===== src/rtl/xfer_crc_pkg.sv =====
package xfer_crc_pkg;

    localparam int CRC_W  = 16;
    localparam int ADDR_W = 16;
    localparam logic [CRC_W-1:0] POLY_REFL = 16'hA001;

    typedef enum logic [1:0] {
        TAG_CMD  = 2'd0,
        TAG_ALO  = 2'd1,
        TAG_AHI  = 2'd2,
        TAG_DATA = 2'd3
    } tag_e;

    typedef enum logic [1:0] {
        OP_HOLD  = 2'd0,
        OP_CLEAR = 2'd1,
        OP_SHIFT = 2'd2,
        OP_LOAD  = 2'd3
    } crc_op_e;

    typedef enum logic [2:0] {
        ST_IDLE    = 3'd0,
        ST_CMD     = 3'd1,
        ST_ALO     = 3'd2,
        ST_AHI     = 3'd3,
        ST_DATA    = 3'd4,
        ST_EMIT_LO = 3'd5,
        ST_EMIT_HI = 3'd6
    } seq_state_e;

    // Fold one byte into the register, least significant bit first.
    function automatic logic [CRC_W-1:0] crc_fold(input logic [CRC_W-1:0] cur,
                                                  input logic [7:0] din);
        logic [CRC_W-1:0] r;
        r = cur;
        for (int i = 0; i < 8; i++) begin
            if (r[0] ^ din[i]) r = (r >> 1) ^ POLY_REFL;
            else               r = r >> 1;
        end
        return r;
    endfunction

endpackage


===== src/rtl/xfer_crc_reg.sv =====
module xfer_crc_reg
    import xfer_crc_pkg::*;
(
    input  logic             clk,
    input  logic             rst_n,
    input  crc_op_e          op,
    input  logic [7:0]       din,
    input  logic [CRC_W-1:0] load_val,
    output logic [CRC_W-1:0] crc_q
);

    always_ff @(posedge clk) begin
        if (!rst_n) begin
            crc_q <= '0;
        end else begin
            unique case (op)
                OP_HOLD:  crc_q <= crc_q;
                OP_CLEAR: crc_q <= '0;
                OP_SHIFT: crc_q <= crc_fold(crc_q, din);
                OP_LOAD:  crc_q <= load_val;
                default:  crc_q <= crc_q;
            endcase
        end
    end

endmodule


===== src/rtl/xfer_addr_ctr.sv =====
module xfer_addr_ctr
    import xfer_crc_pkg::*;
#(
    parameter int PAGE_BYTES = 8
) (
    input  logic              clk,
    input  logic              rst_n,
    input  logic              clr,
    input  logic              ld_lo,
    input  logic              ld_hi,
    input  logic              inc,
    input  logic [7:0]        din,
    output logic [ADDR_W-1:0] addr_q,
    output logic              page_last
);

    localparam int PAGE_BITS = $clog2(PAGE_BYTES);

    always_ff @(posedge clk) begin
        if (!rst_n) begin
            addr_q <= '0;
        end else if (clr) begin
            addr_q <= '0;
        end else if (ld_lo) begin
            addr_q[7:0] <= din;
        end else if (ld_hi) begin
            addr_q[ADDR_W-1:8] <= din[ADDR_W-9:0];
        end else if (inc) begin
            addr_q <= addr_q + 1'b1;
        end
    end

    generate
        if (PAGE_BITS == 0) begin : g_single
            assign page_last = 1'b1;
        end else begin : g_paged
            assign page_last = &addr_q[PAGE_BITS-1:0];
        end
    endgenerate

endmodule


===== src/rtl/xfer_crc_fsm.sv =====
module xfer_crc_fsm
    import xfer_crc_pkg::*;
(
    input  logic       clk,
    input  logic       rst_n,
    input  logic       txn_start,
    input  logic       txn_write,
    input  logic       byte_valid,
    input  logic [1:0] byte_tag,
    input  logic       page_last,
    output crc_op_e    crc_op,
    output logic       addr_clr,
    output logic       addr_ld_lo,
    output logic       addr_ld_hi,
    output logic       addr_inc,
    output logic       crc_ready,
    output logic       crc_byte_valid,
    output logic       sel_hi
);

    seq_state_e state, nxt;
    logic       mode_wr;
    logic       take_cmd, take_alo, take_ahi, take_data;

    assign take_cmd  = byte_valid && (byte_tag == TAG_CMD);
    assign take_alo  = byte_valid && (byte_tag == TAG_ALO);
    assign take_ahi  = byte_valid && (byte_tag == TAG_AHI);
    assign take_data = byte_valid && (byte_tag == TAG_DATA);

    // State register (and direction sampled at start)
    always_ff @(posedge clk) begin
        if (!rst_n) begin
            state   <= ST_IDLE;
            mode_wr <= 1'b0;
        end else begin
            state <= nxt;
            if (txn_start) mode_wr <= txn_write;
        end
    end

    // Next state
    always_comb begin
        nxt = state;
        if (txn_start) begin
            nxt = ST_CMD;
        end else begin
            unique case (state)
                ST_IDLE:    nxt = ST_IDLE;
                ST_CMD:     if (take_cmd) nxt = ST_ALO;
                ST_ALO:     if (take_alo) nxt = ST_AHI;
                ST_AHI:     if (take_ahi) nxt = ST_DATA;
                ST_DATA:    if (take_data)
                                nxt = (mode_wr || page_last) ? ST_EMIT_LO : ST_DATA;
                ST_EMIT_LO: nxt = ST_EMIT_HI;
                ST_EMIT_HI: nxt = ST_DATA;
                default:    nxt = ST_IDLE;
            endcase
        end
    end

    // Outputs
    always_comb begin
        crc_op         = OP_HOLD;
        addr_clr       = 1'b0;
        addr_ld_lo     = 1'b0;
        addr_ld_hi     = 1'b0;
        addr_inc       = 1'b0;
        crc_ready      = 1'b0;
        crc_byte_valid = 1'b0;
        sel_hi         = 1'b0;
        if (txn_start) begin
            crc_op   = OP_CLEAR;
            addr_clr = 1'b1;
        end else begin
            unique case (state)
                ST_IDLE: ;
                ST_CMD: if (take_cmd) crc_op = OP_SHIFT;
                ST_ALO: if (take_alo) begin
                    crc_op     = OP_SHIFT;
                    addr_ld_lo = 1'b1;
                end
                ST_AHI: if (take_ahi) begin
                    crc_op     = OP_SHIFT;
                    addr_ld_hi = 1'b1;
                end
                ST_DATA: if (take_data) begin
                    crc_op   = OP_SHIFT;
                    addr_inc = 1'b1;
                end
                ST_EMIT_LO: begin
                    crc_ready      = 1'b1;
                    crc_byte_valid = 1'b1;
                end
                ST_EMIT_HI: begin
                    crc_byte_valid = 1'b1;
                    sel_hi         = 1'b1;
                    crc_op         = mode_wr ? OP_LOAD : OP_CLEAR;
                end
                default: ;
            endcase
        end
    end

endmodule


===== src/rtl/xfer_crc_seq.sv =====
module xfer_crc_seq
    import xfer_crc_pkg::*;
#(
    parameter int PAGE_BYTES = 8
) (
    input  logic        clk,
    input  logic        rst_n,
    input  logic        txn_start,
    input  logic        txn_write,
    input  logic        byte_valid,
    input  logic [1:0]  byte_tag,
    input  logic [7:0]  byte_data,
    output logic        crc_ready,
    output logic [15:0] crc_out,
    output logic [7:0]  crc_byte,
    output logic        crc_byte_valid
);

    crc_op_e           crc_op;
    logic              addr_clr, addr_ld_lo, addr_ld_hi, addr_inc;
    logic              page_last, sel_hi;
    logic [ADDR_W-1:0] addr_q;
    logic [CRC_W-1:0]  crc_q;

    xfer_crc_fsm u_fsm (
        .clk            (clk),
        .rst_n          (rst_n),
        .txn_start      (txn_start),
        .txn_write      (txn_write),
        .byte_valid     (byte_valid),
        .byte_tag       (byte_tag),
        .page_last      (page_last),
        .crc_op         (crc_op),
        .addr_clr       (addr_clr),
        .addr_ld_lo     (addr_ld_lo),
        .addr_ld_hi     (addr_ld_hi),
        .addr_inc       (addr_inc),
        .crc_ready      (crc_ready),
        .crc_byte_valid (crc_byte_valid),
        .sel_hi         (sel_hi)
    );

    xfer_addr_ctr #(.PAGE_BYTES(PAGE_BYTES)) u_addr (
        .clk       (clk),
        .rst_n     (rst_n),
        .clr       (addr_clr),
        .ld_lo     (addr_ld_lo),
        .ld_hi     (addr_ld_hi),
        .inc       (addr_inc),
        .din       (byte_data),
        .addr_q    (addr_q),
        .page_last (page_last)
    );

    xfer_crc_reg u_crc (
        .clk      (clk),
        .rst_n    (rst_n),
        .op       (crc_op),
        .din      (byte_data),
        .load_val (CRC_W'(addr_q)),
        .crc_q    (crc_q)
    );

    assign crc_out  = ~crc_q;
    assign crc_byte = sel_hi ? crc_out[15:8] : crc_out[7:0];

endmodule


===== config.mk =====
export PLATFORM = sky130hd
export DESIGN_NAME = xfer_crc_seq
export DESIGN_NICKNAME = d
export VERILOG_FILES = /design/src/rtl/xfer_crc_pkg.sv /design/src/rtl/xfer_crc_reg.sv /design/src/rtl/xfer_addr_ctr.sv /design/src/rtl/xfer_crc_fsm.sv /design/src/rtl/xfer_crc_seq.sv
export SDC_FILE = /design/constraint.sdc
export NUM_CORES = 1
export LEC_CHECK = 0
export BUFFER_PORTS_ARGS = -buffer_cell sky130_fd_sc_hd__buf_2
export CORE_UTILIZATION = 40
export CTS_BUF_LIST = sky130_fd_sc_hd__clkbuf_8
export CTS_CLUSTER_SIZE = 28
export DETAILED_ROUTE_END_ITERATION = 6
export REMOVE_ABC_BUFFERS = 1
export SYNTH_ARGS = -nofsm -noshare
export SYNTH_HDL_FRONTEND = slang
export SYNTH_SLANG_ARGS = --single-unit

===== constraint.sdc =====
create_clock -name clk -period 4.9 [get_ports clk]
set_clock_uncertainty 0.2 [all_clocks]
set_input_delay 0.49 -clock clk [delete_from_list [all_inputs] [get_ports clk]]
set_output_delay 0.49 -clock clk [all_outputs]
set_load 0.05 [all_outputs]

* Word-level counts from Yosys, hierarchy flattened
Index checks and enable logic that the tools add are counted.
Operators by class: bitwise logic cells 19, muxes and demuxes 58, add/sub/neg operators 1, reduce and logical (&&, ||, !) cells 17, eq/ne operators 21
Operators by type and width (number):
- 16-bit 2-to-1 mux | 23
- 16-bit case mux with 3 select lines | 1
- 8-bit 2-to-1 mux | 4
- 2-bit NOT with 3-bit output | 8
- 1-bit 2-to-1 mux | 18
- 3-bit case mux with 6 select lines | 1
- 16-bit by 1-bit adder with 16-bit output (second input constant) | 1
- 16-bit NOT | 1
- 2-bit 2-to-1 mux | 6
- 3-bit 2-to-1 mux | 4
- 3-bit by 2-bit != test with 1-bit output (second input constant) | 4
- 2-bit case mux with 5 select lines | 1
- 3-bit equality test (second input constant) | 3
- 2-bit equality test (second input constant) | 4
- 2-bit by 1-bit != test with 1-bit output (second input constant) | 4
- 4-bit AND reduction | 2
- 1-bit bitwise XOR | 8
- 3-bit by 2-bit equality test with 1-bit output (second input constant) | 2
- 2-bit OR reduction | 3
- 2-bit by 1-bit equality test with 1-bit output (second input constant) | 2
- 1-bit logical AND | 4
- 2-bit zero test | 2
- 2-bit AND reduction | 2
- 2-bit nonzero test | 2
- other kinds (5) | 6
Word-level totals: output and inout bits 26, word-level logic and storage cells 122, flip-flop bits (word level) 36

* Longest topological paths before layout
depth after elaboration 35, mapped depth 8

* Cells and area by module
Synthesis repeated with hierarchy kept, for this count alone.
Unflattened totals: cell total of the unflattened synthesis 307, area, all modules 2506.2 sq um
Modules (own cells, without submodules):
- xfer_addr_ctr | area each 1002.2 sq um, times used 1, sequential area each 320.3 sq um, cells each 122
- xfer_crc_reg | area each 945.9 sq um, times used 1, sequential area each 320.3 sq um, cells each 106
- xfer_crc_fsm | area each 406.6 sq um, times used 1, sequential area each 80.1 sq um, cells each 54
- xfer_crc_seq | area each 151.4 sq um, times used 1, sequential area each 0.0 sq um, cells each 25

* Worst setup path before layout
No wires, ideal clock.
path kind reg-to-output, start register u_fsm.state[1], end output port crc_byte[0], buffers on the path 2, stages on the path, launching flop included 7, data arrival time 2470 ps, path slack 1740 ps, path through dfxtp_1 -> clkbuf_1 -> nand2_1 -> or2_2 -> nor2_1 -> buf_1 -> mux2i_1
On the way: longest elaborated chain between the ends 4
Ends and longest elaborated chain:
- start: declaration | RTL line xfer_crc_fsm.sv:21 | seq_state_e state, nxt;
- start signal: assignment | RTL line xfer_crc_fsm.sv:36 | state <= nxt;
- 3-bit equality test | RTL line xfer_crc_fsm.sv:75 | unique case (state)
- 1-bit 2-to-1 mux | RTL line xfer_crc_fsm.sv:75
- 1-bit 2-to-1 mux | RTL line xfer_crc_fsm.sv:71 | if (txn_start) begin
- 8-bit 2-to-1 mux | RTL line xfer_crc_seq.sv:65 | assign crc_byte = sel_hi ? crc_out[15:8] : crc_out[7:0];
- end: declaration | RTL line xfer_crc_seq.sv:15 | output logic [7:0] crc_byte,
Every way passes these cells.

* Worst setup path after layout
start register u_fsm.state[2], end output port crc_byte[7]
The elaborated chain is that of the path after synthesis.

==> flow_summary.html <==
<table>
<tr><th>Metric</th><th>Value</th></tr>
<tr><th colspan="2">Global routing</th></tr>
<tr><td>Final global-route overflow total</td><td>0</td></tr>
<tr><td>Global routing usage summed across all routing layers</td><td>0.228</td></tr>
<tr><td>Vias in the first global route</td><td>2138</td></tr>
<tr><td>Largest net degree at the start of global routing</td><td>20</td></tr>
<tr><td>Number of antenna violations at the first check in global routing</td><td>0</td></tr>
<tr><td>Global-route wire length before repair</td><td>11.1 mm</td></tr>
<tr><th colspan="2">Worst setup path</th></tr>
<tr><td>Crit path max fanout</td><td>14</td></tr>
<tr><td>Endpoint of the most critical register-to-register path</td><td>u_crc.crc_q[15]</td></tr>
<tr><td>Setup slack of the worst register-to-register path</td><td>1740 ps</td></tr>
<tr><td>Crit. Startpoint</td><td>u_fsm.state[2]</td></tr>
<tr><td>Path type of the worst setup path</td><td>register to output port</td></tr>
<tr><td>Worst-case reg-to-reg path depth</td><td>6</td></tr>
<tr><td>Kind of start point of the critical path</td><td>register</td></tr>
<tr><td>Cell breakdown of the critical path</td><td>nand2_1, or2_2, nor2_1, buf_4, mux2i_1, buf_2</td></tr>
<tr><td>Crit path largest cell delay</td><td>570 ps</td></tr>
<tr><td>Required time of the worst setup path</td><td>4210 ps</td></tr>
<tr><td>Slowest cell on crit path</td><td>dfxtp_1</td></tr>
<tr><td>Arr. time, crit path</td><td>2570 ps</td></tr>
<tr><td>Kind of end point of the critical path</td><td>output port</td></tr>
<tr><td>Worst reg2reg path startpoint</td><td>u_fsm.state[0]</td></tr>
<tr><td>Category of cells accounting for the largest share of critical-path delay</td><td>simple AND/OR/NAND/NOR gates</td></tr>
<tr><td>Worst path bufs/invs</td><td>2</td></tr>
<tr><th colspan="2">STA</th></tr>
<tr><td>Total count of hold-check failures in the final report</td><td>0</td></tr>
<tr><td>Unrepaired setup endpoints after global routing</td><td>false</td></tr>
<tr><td>Highest Clock Rate</td><td>307 MHz</td></tr>
<tr><td>Slack of the critical path</td><td>around 1600 ps</td></tr>
<tr><td>Final Slew Violations</td><td>0</td></tr>
<tr><td>Min Clock Period, post-route</td><td>approximately 3300 ps</td></tr>
<tr><td>Actual slew at the worst max-slew pin</td><td>1190 ps</td></tr>
<tr><td>Total Negative Setup Slacks</td><td>0 ps</td></tr>
<tr><td>Final setup fails</td><td>0</td></tr>
<tr><td>Max-Slew Margin vs Limit</td><td>0.207</td></tr>
<tr><td>Share of the clock period used by the worst path</td><td>0.665</td></tr>
<tr><th colspan="2">Clock network</th></tr>
<tr><td>CTS tree</td><td>built</td></tr>
<tr><td>Post-CTS Setup Inserts</td><td>0</td></tr>
<tr><td>Buffer cell driving the clock tree root</td><td>clkbuf_8</td></tr>
<tr><td>Clock Path Buffers</td><td>2</td></tr>
<tr><td>Clock sinks</td><td>36</td></tr>
<tr><td>Maximum level of the CTS H-tree</td><td>2</td></tr>
<tr><td>Clock buffer count from CTS</td><td>5</td></tr>
<tr><td>CTS hold repair buffers</td><td>0</td></tr>
<tr><td>Clock insertion delay at the later pin of the skew report</td><td>290 ps</td></tr>
<tr><td>Clock-pin slew on the worst setup and hold paths</td><td>roughly 70 ps</td></tr>
<tr><td>Resized cells post-CTS</td><td>0</td></tr>
<tr><th colspan="2">Cells and area</th></tr>
<tr><td>Fill cells</td><td>620</td></tr>
<tr><td>P&amp;R area growth vs syn</td><td>13.7%</td></tr>
<tr><td>Layout cell share with drive strength beyond 1</td><td>0.180</td></tr>
<tr><td>Count of nets after finishing</td><td>355</td></tr>
<tr><td>Final non-filler cell total</td><td>414</td></tr>
<tr><td>Sequential cell area</td><td>a little over 700 um^2</td></tr>
<tr><td>Most frequent cells in the layout</td><td>buf_2, dfxtp_1, nor2_1</td></tr>
<tr><td>Antenna cell count</td><td>0</td></tr>
<tr><td>Combined area of the multi-input logic cells</td><td>1570 um^2</td></tr>
<tr><td>Commonest non-fill, non-tap cell in the layout</td><td>buf_2</td></tr>
<tr><th colspan="2">Logic synthesis</th></tr>
<tr><td>Post-Synthesis Cell Area</td><td>roughly 2400 um^2</td></tr>
<tr><td>Post-synth EDFFs</td><td>0</td></tr>
<tr><td>Library cell with the largest summed area after synthesis</td><td>dfxtp_1</td></tr>
<tr><td>Share of async-settable or async-resettable flops after synthesis</td><td>0</td></tr>
<tr><td>Post-synth cell types</td><td>54</td></tr>
<tr><td>Ranking of synthesized cells by area</td><td>dfxtp_1, xnor2_1, o2bb2ai_1</td></tr>
<tr><td>Mean post-synth cell area</td><td>7.97 um^2</td></tr>
<tr><td>Top_reg_cell synth</td><td>dfxtp_1</td></tr>
<tr><td>Yosys top cell area share</td><td>0.295</td></tr>
<tr><td>Number of warnings reported in the yosys synthesis log</td><td>0</td></tr>
<tr><td>Sequential element share of the synthesized area</td><td>0.295</td></tr>
<tr><td>Post-synthesis register bit count</td><td>36</td></tr>
<tr><td>Synth Instances</td><td>307</td></tr>
<tr><th colspan="2">Min path</th></tr>
<tr><td>Worst hold stages</td><td>3</td></tr>
<tr><td>Hold path start</td><td>txn_write</td></tr>
<tr><td>End of the worst hold path</td><td>u_fsm.mode_wr</td></tr>
<tr><td>Class of the tightest hold or removal check</td><td>primary input to register</td></tr>
<tr><th colspan="2">Detailed routing</th></tr>
<tr><td>Total Wirelength</td><td>6.84 mm</td></tr>
<tr><td>Number of vias per cell</td><td>5.67</td></tr>
<tr><td>Router iterations before antenna repair</td><td>5</td></tr>
<tr><td>DRC violation total after the first TritonRoute iteration</td><td>176</td></tr>
<tr><td>Count of antenna-violating nets left after detailed routing</td><td>0</td></tr>
<tr><td>Drt wl/cell</td><td>~17 um</td></tr>
<tr><td>DRC violation count after routing</td><td>0</td></tr>
<tr><td>Vias</td><td>2347</td></tr>
<tr><th colspan="2">Pwr</th></tr>
<tr><td>Part of the total power dissipated in combinational logic</td><td>0.116</td></tr>
<tr><td>Net Switching</td><td>0.000162 W</td></tr>
<tr><td>Internal power</td><td>0.000472 W</td></tr>
<tr><td>Power share of the clock group</td><td>0.415</td></tr>
<tr><td>Switching power share of the total</td><td>0.255</td></tr>
<tr><td>Share of total power in sequential cells</td><td>0.469</td></tr>
<tr><td>Pwr/cell area</td><td>228 nW/um^2</td></tr>
<tr><td>LEAKAGE</td><td>0.924 nW</td></tr>
<tr><td>Maximum VDD drop</td><td>approximately 0.11 mV</td></tr>
<tr><th colspan="2">Die</th></tr>
<tr><td>Count of pins on the block boundary</td><td>41</td></tr>
<tr><td>Initial Util</td><td>0.413</td></tr>
<tr><td>Full die area</td><td>around 6400 um^2</td></tr>
<tr><td>Height of the die</td><td>80.2 um</td></tr>
<tr><td>Horizontal die dimension</td><td>roughly 80 um</td></tr>
<tr><td>Total number of placement rows</td><td>28</td></tr>
<tr><td>Core Region</td><td>5920 um^2</td></tr>
<tr><th colspan="2">Placed design</th></tr>
<tr><td>GP Congestion</td><td>just over 0.9</td></tr>
<tr><td>Post-placement setup slack</td><td>between 1500 and 2000 ps</td></tr>
<tr><td>Count of port buffers added during placement</td><td>40</td></tr>
<tr><td>Number of cells in the design after placement</td><td>406</td></tr>
<tr><td>Final HPWL from detailed placement</td><td>4.94 mm</td></tr>
<tr><th colspan="2">Job</th></tr>
<tr><td>Max-Cap Viols</td><td>0</td></tr>
<tr><th colspan="2">Outcome</th></tr>
<tr><td>Run status</td><td>completed</td></tr>
</table>
through the flow:
step                hold WS (ps)  power [W]  area, um^2  utilization
finish                       297   0.000634        2780        0.470
global route                 319   0.000660        2780        0.470
global placement             310   0.000376        2670        0.451
CTS                          298   0.000639        2780        0.470
detailed placement           311   0.000377        2670        0.451
floorplan                    260   0.000351        2370            -
power by group through the flow:
stage / Clock (W) / Combinational, W / Sequential (W)
2_1_floorplan: 0 / 0.0000480 / 0.000303
3_3_place_gp: 0 / 0.0000724 / 0.000304
3_5_place_dp: 0 / 0.0000725 / 0.000304
4_1_cts: 0.000269 / 0.0000728 / 0.000297
5_1_grt: 0.000283 / 0.0000795 / 0.000298
6_report: 0.000263 / 0.0000736 / 0.000297
area by class of cell:
cell class / instances / area share
sequential: 36 / 0.259
clock buffer: 5 / 0.0248
inverter: 21 / 0.0284
tap: 75 / 0.0338
clock inverter: 3 / 0.0140
timing repair buffer: 41 / 0.0747
multi-input combinational: 233 / 0.565
registers in the layout (all words and copies together), names as in the netlist:
signal,flops
u_fsm.state,3
u_fsm.mode_wr,1
u_addr.addr_q,16
u_crc.crc_q,16
per-layer routing:
metal  track usage  share of wire  wire length (um)  up-vias
met4        0.0571          0.013                89        0
met2         0.368           0.45              3050       75
li1              -              -                 -     1171
met5             0              0                 0        -
met1         0.309           0.49              3320     1090
met3        0.0443          0.056               385       11
worst max-delay path by stage:
| stage | to | depth (start not counted) |
|---|---|---|
| floorplan | crc_byte[0] | 4 |
| global placement | u_crc.crc_q[0] | 7 |
| detailed placement | u_crc.crc_q[15] | 6 |
| CTS | crc_byte[7] | 6 |
| global route | u_crc.crc_q[15] | 6 |
| finish | crc_byte[7] | 6 |
synthesized netlist by cell type, drive strengths merged, types with 10 or more instances:
cell and n:
dfxtp 36, o21ai 14, inv 21, clkbuf 11, xnor2 19, mux2i 10
a22oi 13, a21oi 15, o2bb2ai 12, nor2 25, and2 15, nand2 21
worst reg2reg max path, stage by stage (launching register included):
cell,delay (ps)
dfxtp_1,650
and4bb_2,330
o2bb2ai_1,120
o21a_1,370
a21oi_1,1010
a22oi_1,220
a21boi_0,190
cell families (layout without fill, tap and decap cells):
group	count (synthesis)	count (layout)	synth area share
xor gates and xnor gates	27	27	0.108
DFF	36	36	0.295
AOI/OAI and AO/OA	82	82	0.235
muxes	11	11	0.0455
buffers and inverters	38	70	0.0629
adders and majority gates	2	2	0.0102
and+or+nand+nor	111	111	0.243
Power figures use the tool's default switching activity.
